### src/rtl/wpc_pkg.sv
package wpc_pkg;
   localparam int SR_W    = 32;
   localparam int CWP_FW  = 5;
   localparam int ICC_LSB = 20;
   localparam int PIL_LSB = 8;
   localparam int S_BIT   = 14;
   localparam int PS_BIT  = 13;
   localparam int ET_BIT  = 12;

   typedef logic [7:0] tcode_t;
   localparam tcode_t TC_NONE = 8'h00;
   localparam tcode_t TC_ILL  = 8'h02;
   localparam tcode_t TC_OVF  = 8'h05;
   localparam tcode_t TC_UNF  = 8'h06;

   typedef enum logic [2:0] {
      OP_NONE, OP_SAVE, OP_REST, OP_RETT, OP_WRSR
   } op_t;

   typedef struct packed {
      logic [3:0] icc;
      logic [3:0] pil;
      logic       s;
      logic       ps;
      logic       et;
   } flags_t;
endpackage

### src/rtl/wpc_nextwin.sv
module wpc_nextwin #(
   parameter int NWIN = 8,
   parameter int CW   = 3
) (
   input  logic [CW-1:0] cwp_i,
   output logic [CW-1:0] up_o,
   output logic [CW-1:0] dn_o
);
   localparam logic [CW-1:0] LAST = CW'(NWIN - 1);
   localparam bit POW2 = ((NWIN & (NWIN - 1)) == 0);

   generate
      if (POW2) begin : g_pow2
         always_comb begin
            up_o = cwp_i + CW'(1);
            dn_o = cwp_i - CW'(1);
         end
      end else begin : g_cmp
         always_comb begin
            up_o = (cwp_i == LAST) ? '0 : cwp_i + CW'(1);
            dn_o = (cwp_i == '0) ? LAST : cwp_i - CW'(1);
         end
      end
   endgenerate
endmodule

### src/rtl/wpc_judge.sv
module wpc_judge
   import wpc_pkg::*;
#(
   parameter int NWIN = 8,
   parameter int CW   = 3
) (
   input  op_t                op_i,
   input  logic [CW-1:0]      up_i,
   input  logic [CW-1:0]      dn_i,
   input  logic [NWIN-1:0]    wim_i,
   input  logic               et_i,
   input  logic [CWP_FW-1:0]  wr_field_i,
   output logic               commit_o,
   output logic [CW-1:0]      new_cwp_o,
   output logic               trap_o,
   output tcode_t             code_o
);
   logic field_bad;
   assign field_bad = ({27'd0, wr_field_i} >= 32'(NWIN));

   always_comb begin
      commit_o  = 1'b0;
      new_cwp_o = '0;
      trap_o    = 1'b0;
      code_o    = TC_NONE;
      unique case (op_i)
         OP_SAVE: begin
            if (wim_i[dn_i]) begin
               trap_o = 1'b1;
               code_o = TC_OVF;
            end else begin
               commit_o  = 1'b1;
               new_cwp_o = dn_i;
            end
         end
         OP_REST: begin
            if (wim_i[up_i]) begin
               trap_o = 1'b1;
               code_o = TC_UNF;
            end else begin
               commit_o  = 1'b1;
               new_cwp_o = up_i;
            end
         end
         OP_RETT: begin
            if (et_i) begin
               trap_o = 1'b1;
               code_o = TC_ILL;
            end else if (wim_i[up_i]) begin
               trap_o = 1'b1;
               code_o = TC_UNF;
            end else begin
               commit_o  = 1'b1;
               new_cwp_o = up_i;
            end
         end
         OP_WRSR: begin
            if (field_bad) begin
               trap_o = 1'b1;
               code_o = TC_ILL;
            end else begin
               commit_o  = 1'b1;
               new_cwp_o = wr_field_i[CW-1:0];
            end
         end
         default: ;
      endcase
   end

   always_comb begin
      a_r9_no_commit_and_trap: assert (!(commit_o && trap_o));
   end
endmodule

### src/rtl/wpc_fields.sv
module wpc_fields
   import wpc_pkg::*;
(
   input  logic              clk,
   input  logic              rst_n,
   input  op_t               op_i,
   input  logic              commit_i,
   input  logic [SR_W-1:0]   wr_data_i,
   output flags_t            flags_o
);
   flags_t q;

   always_ff @(posedge clk) begin
      if (!rst_n) begin
         q <= '{icc: 4'h0, pil: 4'h0, s: 1'b1, ps: 1'b0, et: 1'b0};
      end else if (commit_i) begin
         if (op_i == OP_RETT) begin
            q.s  <= q.ps;
            q.et <= 1'b1;
         end else if (op_i == OP_WRSR) begin
            q.icc <= wr_data_i[ICC_LSB +: 4];
            q.pil <= wr_data_i[PIL_LSB +: 4];
            q.s   <= wr_data_i[S_BIT];
            q.ps  <= wr_data_i[PS_BIT];
            q.et  <= wr_data_i[ET_BIT];
         end
      end
   end

   assign flags_o = q;

   // a successful return from trap leaves traps enabled
   a_r6_rett_sets_et: assert property (@(posedge clk) disable iff (!rst_n)
      (op_i == OP_RETT && commit_i) |=> q.et);
   // supervisor takes the old previous-supervisor
   a_r6_rett_copies_ps: assert property (@(posedge clk) disable iff (!rst_n)
      (op_i == OP_RETT && commit_i) |=> (q.s == $past(q.ps)));
   // window moves leave the flags alone
   a_r3_flags_hold: assert property (@(posedge clk) disable iff (!rst_n)
      (op_i == OP_SAVE || op_i == OP_REST) |=> $stable(q));
endmodule

### src/rtl/win_ptr_ctrl.sv
module win_ptr_ctrl
   import wpc_pkg::*;
#(
   parameter int NWIN = 8,
   parameter int CW   = (NWIN > 1) ? $clog2(NWIN) : 1
) (
   input  logic              clk,
   input  logic              rst_n,
   input  logic              save_i,
   input  logic              restore_i,
   input  logic              rett_i,
   input  logic              wrsr_i,
   input  logic [31:0]       sr_data_i,
   input  logic              wim_we_i,
   input  logic [NWIN-1:0]   wim_data_i,
   output logic [CW-1:0]     cwp_o,
   output logic [NWIN-1:0]   wim_o,
   output logic [31:0]       sr_o,
   output logic              trap_o,
   output logic [7:0]        trap_code_o
);
   generate
      if (NWIN < 2 || NWIN > 32) begin : g_bad_nwin
         $error("NWIN must be within 2..32");
      end
      if (CW != $clog2(NWIN)) begin : g_bad_cw
         $error("CW must equal clog2(NWIN)");
      end
   endgenerate

   localparam logic [CW-1:0] LAST = CW'(NWIN - 1);

   op_t            op;
   logic [CW-1:0]  cwp_q, up_w, dn_w, new_cwp;
   logic [NWIN-1:0] wim_q;
   logic           commit, trap_w, trap_q;
   tcode_t         code_w, code_q;
   flags_t         flags;

   always_comb begin
      op = OP_NONE;
      if (save_i)         op = OP_SAVE;
      else if (restore_i) op = OP_REST;
      else if (rett_i)    op = OP_RETT;
      else if (wrsr_i)    op = OP_WRSR;
   end

   wpc_nextwin #(.NWIN(NWIN), .CW(CW)) u_next (
      .cwp_i (cwp_q),
      .up_o  (up_w),
      .dn_o  (dn_w)
   );

   wpc_judge #(.NWIN(NWIN), .CW(CW)) u_judge (
      .op_i       (op),
      .up_i       (up_w),
      .dn_i       (dn_w),
      .wim_i      (wim_q),
      .et_i       (flags.et),
      .wr_field_i (sr_data_i[CWP_FW-1:0]),
      .commit_o   (commit),
      .new_cwp_o  (new_cwp),
      .trap_o     (trap_w),
      .code_o     (code_w)
   );

   wpc_fields u_fields (
      .clk       (clk),
      .rst_n     (rst_n),
      .op_i      (op),
      .commit_i  (commit),
      .wr_data_i (sr_data_i),
      .flags_o   (flags)
   );

   always_ff @(posedge clk) begin
      if (!rst_n) begin
         cwp_q  <= '0;
         wim_q  <= '0;
         trap_q <= 1'b0;
         code_q <= TC_NONE;
      end else begin
         if (commit)   cwp_q <= new_cwp;
         if (wim_we_i) wim_q <= wim_data_i;
         trap_q <= trap_w;
         code_q <= trap_w ? code_w : TC_NONE;
      end
   end

   always_comb begin
      sr_o = '0;
      sr_o[ICC_LSB +: 4]   = flags.icc;
      sr_o[PIL_LSB +: 4]   = flags.pil;
      sr_o[S_BIT]          = flags.s;
      sr_o[PS_BIT]         = flags.ps;
      sr_o[ET_BIT]         = flags.et;
      sr_o[CWP_FW-1:0]     = CWP_FW'(cwp_q);
   end

   assign cwp_o       = cwp_q;
   assign wim_o       = wim_q;
   assign trap_o      = trap_q;
   assign trap_code_o = code_q;

   // strobes are mutually exclusive
   a_r9_one_cmd: assert property (@(posedge clk) disable iff (!rst_n)
      $onehot0({save_i, restore_i, rett_i, wrsr_i}));
   // save with clear target steps down with wrap
   a_r1_save_step: assert property (@(posedge clk) disable iff (!rst_n)
      (save_i && !wim_q[dn_w]) |=>
      (cwp_q == (($past(cwp_q) == '0) ? LAST : $past(cwp_q) - CW'(1))));
   // restore with clear target steps up with wrap
   a_r2_restore_step: assert property (@(posedge clk) disable iff (!rst_n)
      (restore_i && !wim_q[up_w]) |=>
      (cwp_q == (($past(cwp_q) == LAST) ? '0 : $past(cwp_q) + CW'(1))));
   // blocked save traps with overflow code
   a_r3_no_overflow: assert property (@(posedge clk) disable iff (!rst_n)
      (save_i && wim_q[dn_w]) |=> (trap_o && trap_code_o == TC_OVF && $stable(cwp_q)));
   // blocked restore traps with underflow code
   a_r4_underflow: assert property (@(posedge clk) disable iff (!rst_n)
      (restore_i && wim_q[up_w]) |=> (trap_o && trap_code_o == TC_UNF && $stable(cwp_q)));
   // return from trap with traps enabled is illegal
   a_r5_rett_illegal: assert property (@(posedge clk) disable iff (!rst_n)
      (rett_i && flags.et) |=> (trap_o && trap_code_o == TC_ILL && $stable(cwp_q)));
   // out-of-range window field is illegal
   a_r7_wrsr_range: assert property (@(posedge clk) disable iff (!rst_n)
      (wrsr_i && (sr_data_i[CWP_FW-1:0] >= CWP_FW'(NWIN))) |=>
      (trap_o && trap_code_o == TC_ILL && $stable(cwp_q) && $stable(flags)));
   // code is zero without a request
   a_r9_code_idle: assert property (@(posedge clk) disable iff (!rst_n)
      !trap_o |-> (trap_code_o == TC_NONE));
   // idle cycle gives no request next
   a_r9_pulse: assert property (@(posedge clk) disable iff (!rst_n)
      !(save_i || restore_i || rett_i || wrsr_i) |=> !trap_o);
endmodule

### config.mk
export PLATFORM = sky130hd
export DESIGN_NAME = win_ptr_ctrl
export DESIGN_NICKNAME = d
export VERILOG_FILES = /design/src/rtl/wpc_pkg.sv /design/src/rtl/wpc_nextwin.sv /design/src/rtl/wpc_judge.sv /design/src/rtl/wpc_fields.sv /design/src/rtl/win_ptr_ctrl.sv
export SDC_FILE = /design/constraint.sdc
export NUM_CORES = 1
export LEC_CHECK = 0
export BUFFER_PORTS_ARGS = -buffer_cell sky130_fd_sc_hd__buf_2
export CORE_MARGIN = 5
export CORE_UTILIZATION = 41
export DETAILED_ROUTE_END_ITERATION = 16
export MAX_ROUTING_LAYER = met4
export PLACE_DENSITY = 0.85
export SLEW_MARGIN = 20
export SYNTH_ARGS = -nofsm -noshare
export SYNTH_HDL_FRONTEND = slang
export SYNTH_SLANG_ARGS = --single-unit
### constraint.sdc
create_clock -name clk -period 2.7 [get_ports clk]
set_input_delay 0.405 -clock clk [delete_from_list [all_inputs] [get_ports clk]]
set_output_delay 0.405 -clock clk [all_outputs]
set_load 0.01 [all_outputs]
Word-level counts from Yosys, hierarchy flattened
Index checks and enable logic that the tools add are counted.
{ "classes": {"n_addsub": 2, "n_lt_le_gt_ge": 3, "eq_ne": 4, "muxes": 31, "bitwise": 1, "reduce_logical": 4} }
{ "ops": {"columns": ["op", "n"], "rows": [
  ["two-way mux 3 bit", 11],
  ["one-hot mux 8 bit (4 select lines)", 1],
  ["two-way mux 1 bit", 12],
  ["one-hot mux 3 bit (4 select lines)", 1],
  ["< comparator 3 x 4 -> 1 bit (second input constant)", 2],
  ["two-way mux 8 bit", 1],
  ["one-hot mux 1 bit (4 select lines)", 2],
  ["binary-select mux 1 bit (select 3 bit)", 2],
  ["== test 3 x 2 -> 1 bit (second input constant)", 2],
  [">= comparator 5 x 4 -> 1 bit (second input constant)", 1],
  ["AND reduction 2 bit", 2],
  ["adder 3 x 1 -> 3 bit (second input constant)", 1],
  ["== test 3 x 1 -> 1 bit (second input constant)", 1],
  ["== test 3 bit (second input constant)", 1],
  ["AND reduction 3 bit", 1],
  ["subtractor 3 x 1 -> 3 bit (second input constant)", 1],
  ["two-way mux 2 bit", 1],
  ["nonzero test 2 bit", 1],
  ["inverter 1 bit", 1]
]} }
{ "word_totals": {"ff_bits": 31} }

Longest topological paths before layout
Gate-level depths: netlist (run 1).
{ "depth": {"depth_word": 7, "ltp_mapped": 8} }

Modules after synthesis
Synthesis (run 1) repeated with hierarchy kept, for this count alone.
{ "hier_totals": {"cells_unflattened": 194, "hier_area_um2": 1780.5} }
{ "modules_own_cells": {"columns": ["module", "n_inst", "cells_each", "area_each_um2"], "rows": [
  ["win_ptr_ctrl", 1, 81, 844.6],
  ["wpc_fields", 1, 54, 459.2],
  ["wpc_judge", 1, 51, 415.4],
  ["wpc_nextwin", 1, 8, 61.3]
]} }

Least setup slack after synthesis (run 1)
Ideal clock, no wire load.
{ "synth_timing": {"path_kind": "register -> register", "startpoint": "reg cwp_q[0], in the netlist cwp_o[0]", "endpoint": "reg cwp_q[1], in the netlist cwp_o[1]", "setup_time_ns": 0.116, "arrival_time_ns": 2.389, "path_slack_ns": 0.195, "stages_incl_launch_ff": 9, "path_buffers": 1, "cell_sequence": "dfxtp_1 buf_6 inv_1 ha_1 mux4_2 mux2_4 nand2b_4 mux2_4 a41o_1"} }
{ "synth_via": {"elab_chain_len": 6} }
{ "synth_lines": {"columns": ["item", "line", "text"], "rows": [
  ["start: declaration", "win_ptr_ctrl.sv:34", "logic [CW-1:0] cwp_q, up_w, dn_w, new_cwp;"],
  ["start signal: assignment", "win_ptr_ctrl.sv:83", "if (commit) cwp_q <= new_cwp;"],
  ["adder 3 x 1 -> 3 bit", "wpc_nextwin.sv:15", "up_o = cwp_i + CW'(1);"],
  ["binary-select mux 1 bit (select 3 bit)", "wpc_judge.sv:37, wpc_judge.sv:49", null],
  ["two-way mux 1 bit (not written as such)", "wpc_judge.sv:37, wpc_judge.sv:49", null],
  ["two-way mux 3 bit / two-way mux 1 bit (equally long branches)", "wpc_judge.sv:37, wpc_judge.sv:49", null],
  ["two-way mux 3 bit / two-way mux 1 bit (equally long branches)", "wpc_judge.sv:46", "if (et_i) begin"],
  ["one-hot mux 3 bit (4 select lines) / one-hot mux 1 bit (4 select lines) (equally long branches)", "wpc_judge.sv:26", "unique case (op_i)"]
]} }
Several ways; a longest one is shown, not always the timed one. The select of a mux whose other input is x is not followed.
A chain may end at the register's enable or synchronous reset.

Worst setup path in the final report (run 1)
{ "layout_timing": {"startpoint": "reg cwp_q[1], in the netlist cwp_o[1]", "endpoint": "reg cwp_q[1], in the netlist cwp_o[1]"} }
Same word-level chain as after synthesis.

==> flow_summary.toml, run 1 <==
[status]
status = "complete, no violations"

[logic_synthesis]
ys_seq_area_frac = 0.362
synth.top_cell.area_share = 0.362
netlist_area_mm2 = 0.00144
yosysWarnings = 0
ys_ff_latch = 26
synthAdderAreaFrac = 0.0174
synth_compound_area_frac = 0.107
synth_xor_area_frac = 0.0122
synth_area_leaders = "dfxtp_1, buf_4, nand2_1"
muxShareOfSynthArea = 0.149
synthArstFlopShare = 0
postSynthAreaPerCell_um2 = 8.67
synthDistinctLibCells = 33
synth_edf_count = 0
synth_ff_type = "dfxtp_1"
yosysTopAreaCell = "dfxtp_1"
yosys-top-cells-count = "buf_4, nand2_1, dfxtp_1"
synth-simple-area-share = 0.167
synth_top_family_by_area = "buffers and inverters"
syn_inst = 166

[global_routing]
grt_pass1_vias = 1222
grt_max_degree = 21
antenna_found_initial = 0
overflow = 0
track_usage = 0.139
grt_pass1_wl_um = 5510

[clock_network]
cts_root_buf = "clkbuf_4"
cts_hold_buf = 0
cts_tree = "yes"
numCtsBuffers = 3
cts_sinks = 26
insertion_delay_ns = 0.33
htree_levels = 1
cts_resized = 0
clk_path_buf_depth = 2
cts.clk_slew.worst_paths_ns = 0.15
post_cts_buffers = 0

[sta]
slew_headroom = 0.569
timing.setup.tns_ns = 0
rsz0062_at_grt = "false"
timing.final.ws_setup_ns = 0.214
slew_violations = 0
setup_viol = 0
period_minus_slack_ns = 2.49
max_slew.worst_pin.slew_ns = 0.646
hold_violations = 0
fmax_mhz = 402
fin_crit_sh = 0.921
finClkSkew_ns = 0.00552

[final_layout]
fillers = 359
syn_to_final_growth_pct = 18.4
layout.nets = 269
insertedDiodeCount = 0
fin_util = 0.507
drive_gt1_frac = 0.329

[setup_path]
cp-start-kind = "flop"
end_kind = "flop"
crit_required_ns = 2.94
r2r_slack_ns = 0.21
criticalPathCategory = "flop to flop"
worstPathArrival_ns = 2.73
cp_max_fo = 5

[drt]
avgViaCountPerCell = 4.57
dr_total_vias = 1212
drtPass1Iterations = 4
wl_per_cell_um = 12.2
ant_nets = 0
first_iter_violations = 45
drc_errors = 0
routed_wl_um = 3240

[floorplan]
core-area_mm2 = 0.00336
die_w_um = 69.2
die_area_mm2 = 0.00479
start_util = 0.428
std_cell_rows = 21
io_pins = 99
die_height_um = 69.2

[power_and_ir_drop]
cellPowerDensity_mw_per_mm2 = 700
vdd_drop_max_mv = 0.338
intPower_mw = 0.801
p_sw_mw = 0.392
p_leak_nw = 0.878
power_frac_clock = 0.230
pwr-share-seq = 0.381
comb_power_share = 0.389
swShare = 0.329

[placement]
hpwl_um = 2520
portBuffers = 59
dp_slack_ns = 0.241
place_congestion = 0.779

[run]
drv_cap = 0

[worst_hold_path]
hold_class = "input port to flop"
[critical path, stage by stage, from the launching register on]
cell	delay, ns
dfxtp_1	0.40
inv_1	0.07
ha_1	0.40
mux4_1	0.57
mux2i_1	0.28
nand2_1	0.16
mux2_4	0.29
a41o_1	0.22
[logic make-up (layout without fill, tap and decap cells)]
logic type               Yosys count  in the layout
AND/OR/NAND/NOR                   55             55
multiplexers                      15             15
XOR/XNOR                           2              2
buffers and inverters             41             72
flip-flops                        26             26
adder cells (fa/ha/maj)            2              2
AO/OA/AOI/OAI                     24             24
other                              1             23
[stage by stage]
stage	hold WS [ns]	instance area, um^2	power, mW	std cells
final	0.286	1700	1.19	265
after CTS	0.281	1700	1.20	265
after global routing	0.275	1700	1.27	265
after floorplan	0.481	1520	0.855	188
after global placement	0.440	1650	0.920	261
after detailed placement	0.446	1650	0.925	261
[path summary, 6_finish.rpt]
kind / end / cells after the start / startpoint
max reg2reg: cwp_o[1] / 7 / cwp_o[1]
max: cwp_o[1] / 7 / cwp_o[1]
min reg2reg: u_fields.flags_o[8] / 2 / u_fields.flags_o[8]
min: u_fields.flags_o[8] / 3 / sr_data_i[21]
[flip-flops by register name (all words and copies together), names as in the netlist]
register / cells
wim_o: 8
trap_code_o: 3
cwp_o: 3
u_fields.flags_o: 11
trap_o: 1
[power groups by stage]
stage | clock network [mW] | logic, mW | registers, mW
after floorplan | 0 | 0.372 | 0.483
after global placement | 0 | 0.457 | 0.463
after detailed placement | 0 | 0.461 | 0.464
after CTS | 0.280 | 0.464 | 0.455
after global routing | 0.296 | 0.513 | 0.462
final | 0.274 | 0.464 | 0.454
[layout by cell type (no fill, tap or decap), types with 2 or more instances in the layout]
cell type	n
a21oi_1	12
a31oi_1	2
buf_2	59
buf_4	2
clkbuf_4	3
conb_1	23
dfxtp_1	26
ha_1	2
inv_1	7
mux2_4	2
mux2i_1	9
mux4_2	3
nand2_1	27
nand3_1	4
nand4_1	2
nor2_1	14
nor3_1	4
o211ai_1	2
xor2_1	2
[per-layer routing]
layer  vias up  track usage  share of wire
met5         -            -              0
met4         0       0.0217         0.0031
met3         2       0.0507          0.079
met2        51        0.243           0.48
met1       539        0.154           0.43
li1        620            -              -
[area by class of cell]
| class | instances | area [um^2] | area share |
|---|---|---|---|
| multi-input combinational | 121 | 737 | 0.432 |
| sequential | 26 | 520 | 0.305 |
| timing repair buffer | 61 | 310 | 0.182 |
| clock inverter | 1 | 30.0 | 0.0176 |
| inverter | 7 | 26.3 | 0.0154 |
| clock buffer | 3 | 22.5 | 0.0132 |
| tap | 46 | 57.6 | 0.0338 |
(Power assumes the default switching activity.)
==> run 2: changes to the inputs <==
- CORE_UTILIZATION: 41 -> 44
- PLACE_DENSITY: 0.85 -> 0.89
- clock period: 2.7 -> 2.9 ns (I/O delays scaled with it)
==> flow_summary.toml, run 2 (synthesis results as in run 1) <==
[worst_hold_path]
min-delay-start = "sr_data_i[23]"
min_to = "u_fields.flags_o[10]"
holdPathStages = 3
hold_class = "input port to flop"

[global_routing]
track_usage = 0.151
grt_pass1_vias = 1153
overflow = 0
grt_pass1_wl_um = 5090
grt_max_degree = 21
antenna_found_initial = 0

[sta]
finClkSkew_ns = 0.00752
max_slew.worst_pin.slew_ns = 0.640
fmax_mhz = 395
period_minus_slack_ns = 2.53
hold_violations = 0
slew_violations = 0
timing.final.ws_setup_ns = 0.366
slew_headroom = 0.568
setup_viol = 0
fin_crit_sh = 0.874
rsz0062_at_grt = "false"
timing.setup.tns_ns = 0

[drt]
drtPass1Iterations = 4
drc_errors = 0
wl_per_cell_um = 11.9
dr_total_vias = 1211
ant_nets = 0
avgViaCountPerCell = 4.60
routed_wl_um = 3130
first_iter_violations = 75

[setup_path]
r2r_start = "cwp_o[1]"
crit_required_ns = 3.13
r2r_end = "cwp_o[1]"
rr_worst_depth = 7
cp_max_fo = 5
end_kind = "flop"
cp-start-kind = "flop"
r2r_slack_ns = 0.37
criticalPathCategory = "flop to flop"
worstPathArrival_ns = 2.76

[final_layout]
seqCellArea_um2 = 520
finalInstanceArea_mm2 = 0.00169
mostFrequentLayoutCells = "buf_2, nand2_1, dfxtp_1"
multi_input_area_um2 = 737
drive_gt1_frac = 0.329
syn_to_final_growth_pct = 17.1
insertedDiodeCount = 0
final_common_cell = "buf_2"
layout.nets = 269
largest_reg_flops = 11
fillers = 327

[floorplan]
start_util = 0.464
std_cell_rows = 20
die_area_mm2 = 0.00451
io_pins = 99
core-area_mm2 = 0.00310
die_w_um = 67.2
die_height_um = 67.2

[placement]
dpl_cell_area_mm2 = 0.00165
portBuffers = 59
place_congestion = 0.810
hpwl_um = 2510
dp_slack_ns = 0.372

[clock_network]
htree_levels = 1
clk_path_buf_depth = 2
cts_tree = "yes"
post_cts_buffers = 0
cts_sinks = 26
cts_hold_buf = 0
cts_resized = 0
cts_root_buf = "clkbuf_4"
numCtsBuffers = 3
insertion_delay_ns = 0.32
cts.clk_slew.worst_paths_ns = 0.14

[run]
drv_cap = 0

[power_and_ir_drop]
cellPowerDensity_mw_per_mm2 = 616
p_leak_nw = 0.871
vdd_drop_max_mv = 0.257

[status]
status = "complete, no violations"
==> run 2: changes by cell type in the layout (fill, tap and decap cells not counted) <==
cell,previous run,this run
clkbuf_8,0,1
bufinv_16,1,0
==> run 2: worst max-delay path by stage <==
stage,startpoint,end,slack [ns],depth (start not counted)
floorplan,cwp_o[0],cwp_o[1],0.39,8
global placement,cwp_o[1],cwp_o[1],0.44,7
detailed placement,cwp_o[1],cwp_o[1],0.37,7
CTS,cwp_o[1],cwp_o[1],0.36,7
global route,cwp_o[1],cwp_o[1],0.19,7
finish,cwp_o[1],cwp_o[1],0.37,7
==> run 2: through the flow <==
stage                     power, mW  cells  hold slack (ns)  utilization
final                          1.04    263            0.334        0.543
after global routing           1.12    263            0.307        0.543
after global placement        0.857    259            0.439        0.531
after detailed placement      0.868    259            0.446        0.531
after floorplan               0.796    188            0.481            -
after CTS                      1.05    263            0.318        0.543
==> run 2: layout make-up <==
type                            count  area share
Sequential cell                    26       0.309
Multi-Input combinational cell    121       0.437
Inverter                            7      0.0156
Tap cell                           44      0.0327
Clock buffer                        4      0.0215
Timing Repair Buffer               61       0.184
==> run 2: power breakdown <==
group,switching (mW),internal [mW],total (mW)
sequential,0.0280,0.395,0.423
clock,0.103,0.0767,0.180
combinational,0.225,0.210,0.436
==> run 2: critical path: stages, from the launching register on <==
cell and delay [ns]:
dfxtp_1 0.39, inv_1 0.08, ha_1 0.41, mux4_1 0.57, mux2i_1 0.31, nand2_1 0.17, mux2_4 0.29, a41o_1 0.22
==> run 2: metal layers <==
metal | GRT usage | part of all wire | vias up
li1 | - | - | 619
met1 | 0.171 | 0.41 | 548
met2 | 0.266 | 0.50 | 42
met3 | 0.0416 | 0.076 | 2
met4 | 0.0304 | 0.0051 | 0
met5 | - | 0 | -
==> run 3: changes to the inputs <==
- ABC_AREA: default -> 1
- CORE_UTILIZATION: 44 -> 46
- PLACE_DENSITY: 0.89 -> 0.9
==> flow_summary.toml, run 3 <==
[setup_path]
r2r_slack_ns = 0.70
cp-start-kind = "flop"
r2r_end = "trap_o"
r2r_start = "cwp_o[0]"
worstPathArrival_ns = 2.43
end_kind = "flop"
criticalPathCategory = "flop to flop"
cp_max_fo = 8
crit_required_ns = 3.13
rr_worst_depth = 10

[logic_synthesis]
synth_edf_count = 0
ys_ff_latch = 26
synthArstFlopShare = 0
ys_seq_area_frac = 0.330
netlist_area_mm2 = 0.00158
postSynthAreaPerCell_um2 = 6.90
yosysWarnings = 0
synth.top_cell.area_share = 0.330
synth_ff_type = "dfxtp_1"
yosysTopAreaCell = "dfxtp_1"
synth.most_common_cell = "nor2_1"
synth_area_leaders = "dfxtp_1, buf_4, nor2_1"
synthDistinctLibCells = 24
yosys-top-cells-count = "nor2_1, nand2_1, buf_4"
syn_inst = 229

[clock_network]
htree_levels = 1
insertion_delay_ns = 0.32
cts_root_buf = "clkbuf_4"
clk_path_buf_depth = 2
cts_tree = "yes"
cts_resized = 0
cts_sinks = 26
cts_hold_buf = 0
numCtsBuffers = 3
cts.clk_slew.worst_paths_ns = 0.13
post_cts_buffers = 0

[worst_hold_path]
min_to = "wim_o[1]"
hold_class = "input port to flop"
holdPathStages = 3
min-delay-start = "wim_data_i[1]"

[drt]
first_iter_violations = 103
avgViaCountPerCell = 4.57
dr_total_vias = 1499
wl_per_cell_um = 10.8
drc_errors = 0
drtPass1Iterations = 4
routed_wl_um = 3530
ant_nets = 0

[final_layout]
fillers = 343
finalInstanceArea_mm2 = 0.00182
syn_to_final_growth_pct = 15.5
insertedDiodeCount = 0
seqCellArea_um2 = 520
multi_input_area_um2 = 835
largest_reg_flops = 11
layout.nets = 332
mostFrequentLayoutCells = "buf_2, nor2_1, nand2_1"
drive_gt1_frac = 0.312
final_common_cell = "buf_2"

[global_routing]
grt_pass1_vias = 1240
track_usage = 0.150
antenna_found_initial = 0
overflow = 0
grt_pass1_wl_um = 5270
grt_max_degree = 25

[sta]
rsz0062_at_grt = "false"
finClkSkew_ns = 0.00173
setup_viol = 0
slew_violations = 0
hold_violations = 0
timing.setup.tns_ns = 0
period_minus_slack_ns = 2.20
fin_crit_sh = 0.759
fmax_mhz = 455

[floorplan]
die_area_mm2 = 0.00470
core-area_mm2 = 0.00334
die_height_um = 68.6
io_pins = 99
std_cell_rows = 21
die_w_um = 68.6
start_util = 0.473

[placement]
portBuffers = 59
dpl_cell_area_mm2 = 0.00179
place_congestion = 0.889
hpwl_um = 2850

[run]
drv_cap = 0

[status]
status = "complete, no violations"

[power_and_ir_drop]
p_leak_nw = 1.02
vdd_drop_max_mv = 0.506
cellPowerDensity_mw_per_mm2 = 768
==> run 3: cell types whose count changed after synthesis, moves of 7 or more <==
| cell | change |
|---|---|
| nand3_1 | +15 |
| inv_1 | +10 |
| o21ai_0 | +18 |
| mux2i_1 | -9 |
| nand2_1 | +7 |
| nor2_1 | +29 |
| a21oi_1 | -9 |
| nand2_2 | +11 |
==> run 3: worst max-delay path by stage <==
stage               startpoint        endpoint
floorplan             cwp_o[0]  trap_code_o[0]
global placement      cwp_o[0]  trap_code_o[0]
detailed placement    cwp_o[0]          trap_o
CTS                   cwp_o[0]          trap_o
global route          cwp_o[0]        cwp_o[2]
finish                cwp_o[0]          trap_o
==> run 3: per-layer routing <==
| layer | track usage | share of wire | up-vias |
|---|---|---|---|
| met3 | 0.0357 | 0.10 | 6 |
| li1 | - | - | 775 |
| met5 | - | 0 | - |
| met1 | 0.181 | 0.42 | 650 |
| met4 | 0.0298 | 0.0079 | 0 |
| met2 | 0.255 | 0.47 | 68 |
==> run 3: cells by family after synthesis <==
family | after synthesis | share of synthesized area
AND/OR/NAND/NOR | 120 | 0.361
flip-flops | 26 | 0.330
other | 1 | 0.00237
XOR/XNOR | 2 | 0.0159
buffers and inverters | 53 | 0.194
adder cells (fa/ha/maj) | 2 | 0.0158
AO/OA/AOI/OAI | 25 | 0.0816
==> run 3: area by class of cell <==
cell class,instances,area share
tap,46,0.0316
timing repair buffer,59,0.162
clock buffer,4,0.0199
inverter,21,0.0432
sequential,26,0.286
multi-input combinational,172,0.458
==> run 3: worst max-delay path, stage by stage, from the launching register on <==
cell and delay [ns]:
dfxtp_1 0.52, inv_2 0.16, ha_1 0.44, inv_1 0.22, nand3_1 0.13, nand3_2 0.13, nand2_1 0.06, nand2_1 0.12
nand2_2 0.08, o21ai_2 0.18, inv_1 0.06
==> run 3: metrics by stage <==
stage               worst slack (ns)  total power, mW  hold slack [ns]  std cells  utilization
finish                         0.700             1.40            0.326        328        0.546
global route                   0.506             1.52            0.320        328        0.546
CTS                            0.667             1.41            0.319        328        0.546
detailed placement             0.696             1.22            0.456        324        0.535
global placement               0.768             1.20            0.443        324        0.535
floorplan                      0.981             1.09            0.483        251            -
==> run 3: power by group <==
| group | switching [mW] | internal, mW |
|---|---|---|
| registers | 0.0497 | 0.403 |
| logic | 0.490 | 0.279 |
| clock network | 0.102 | 0.0768 |
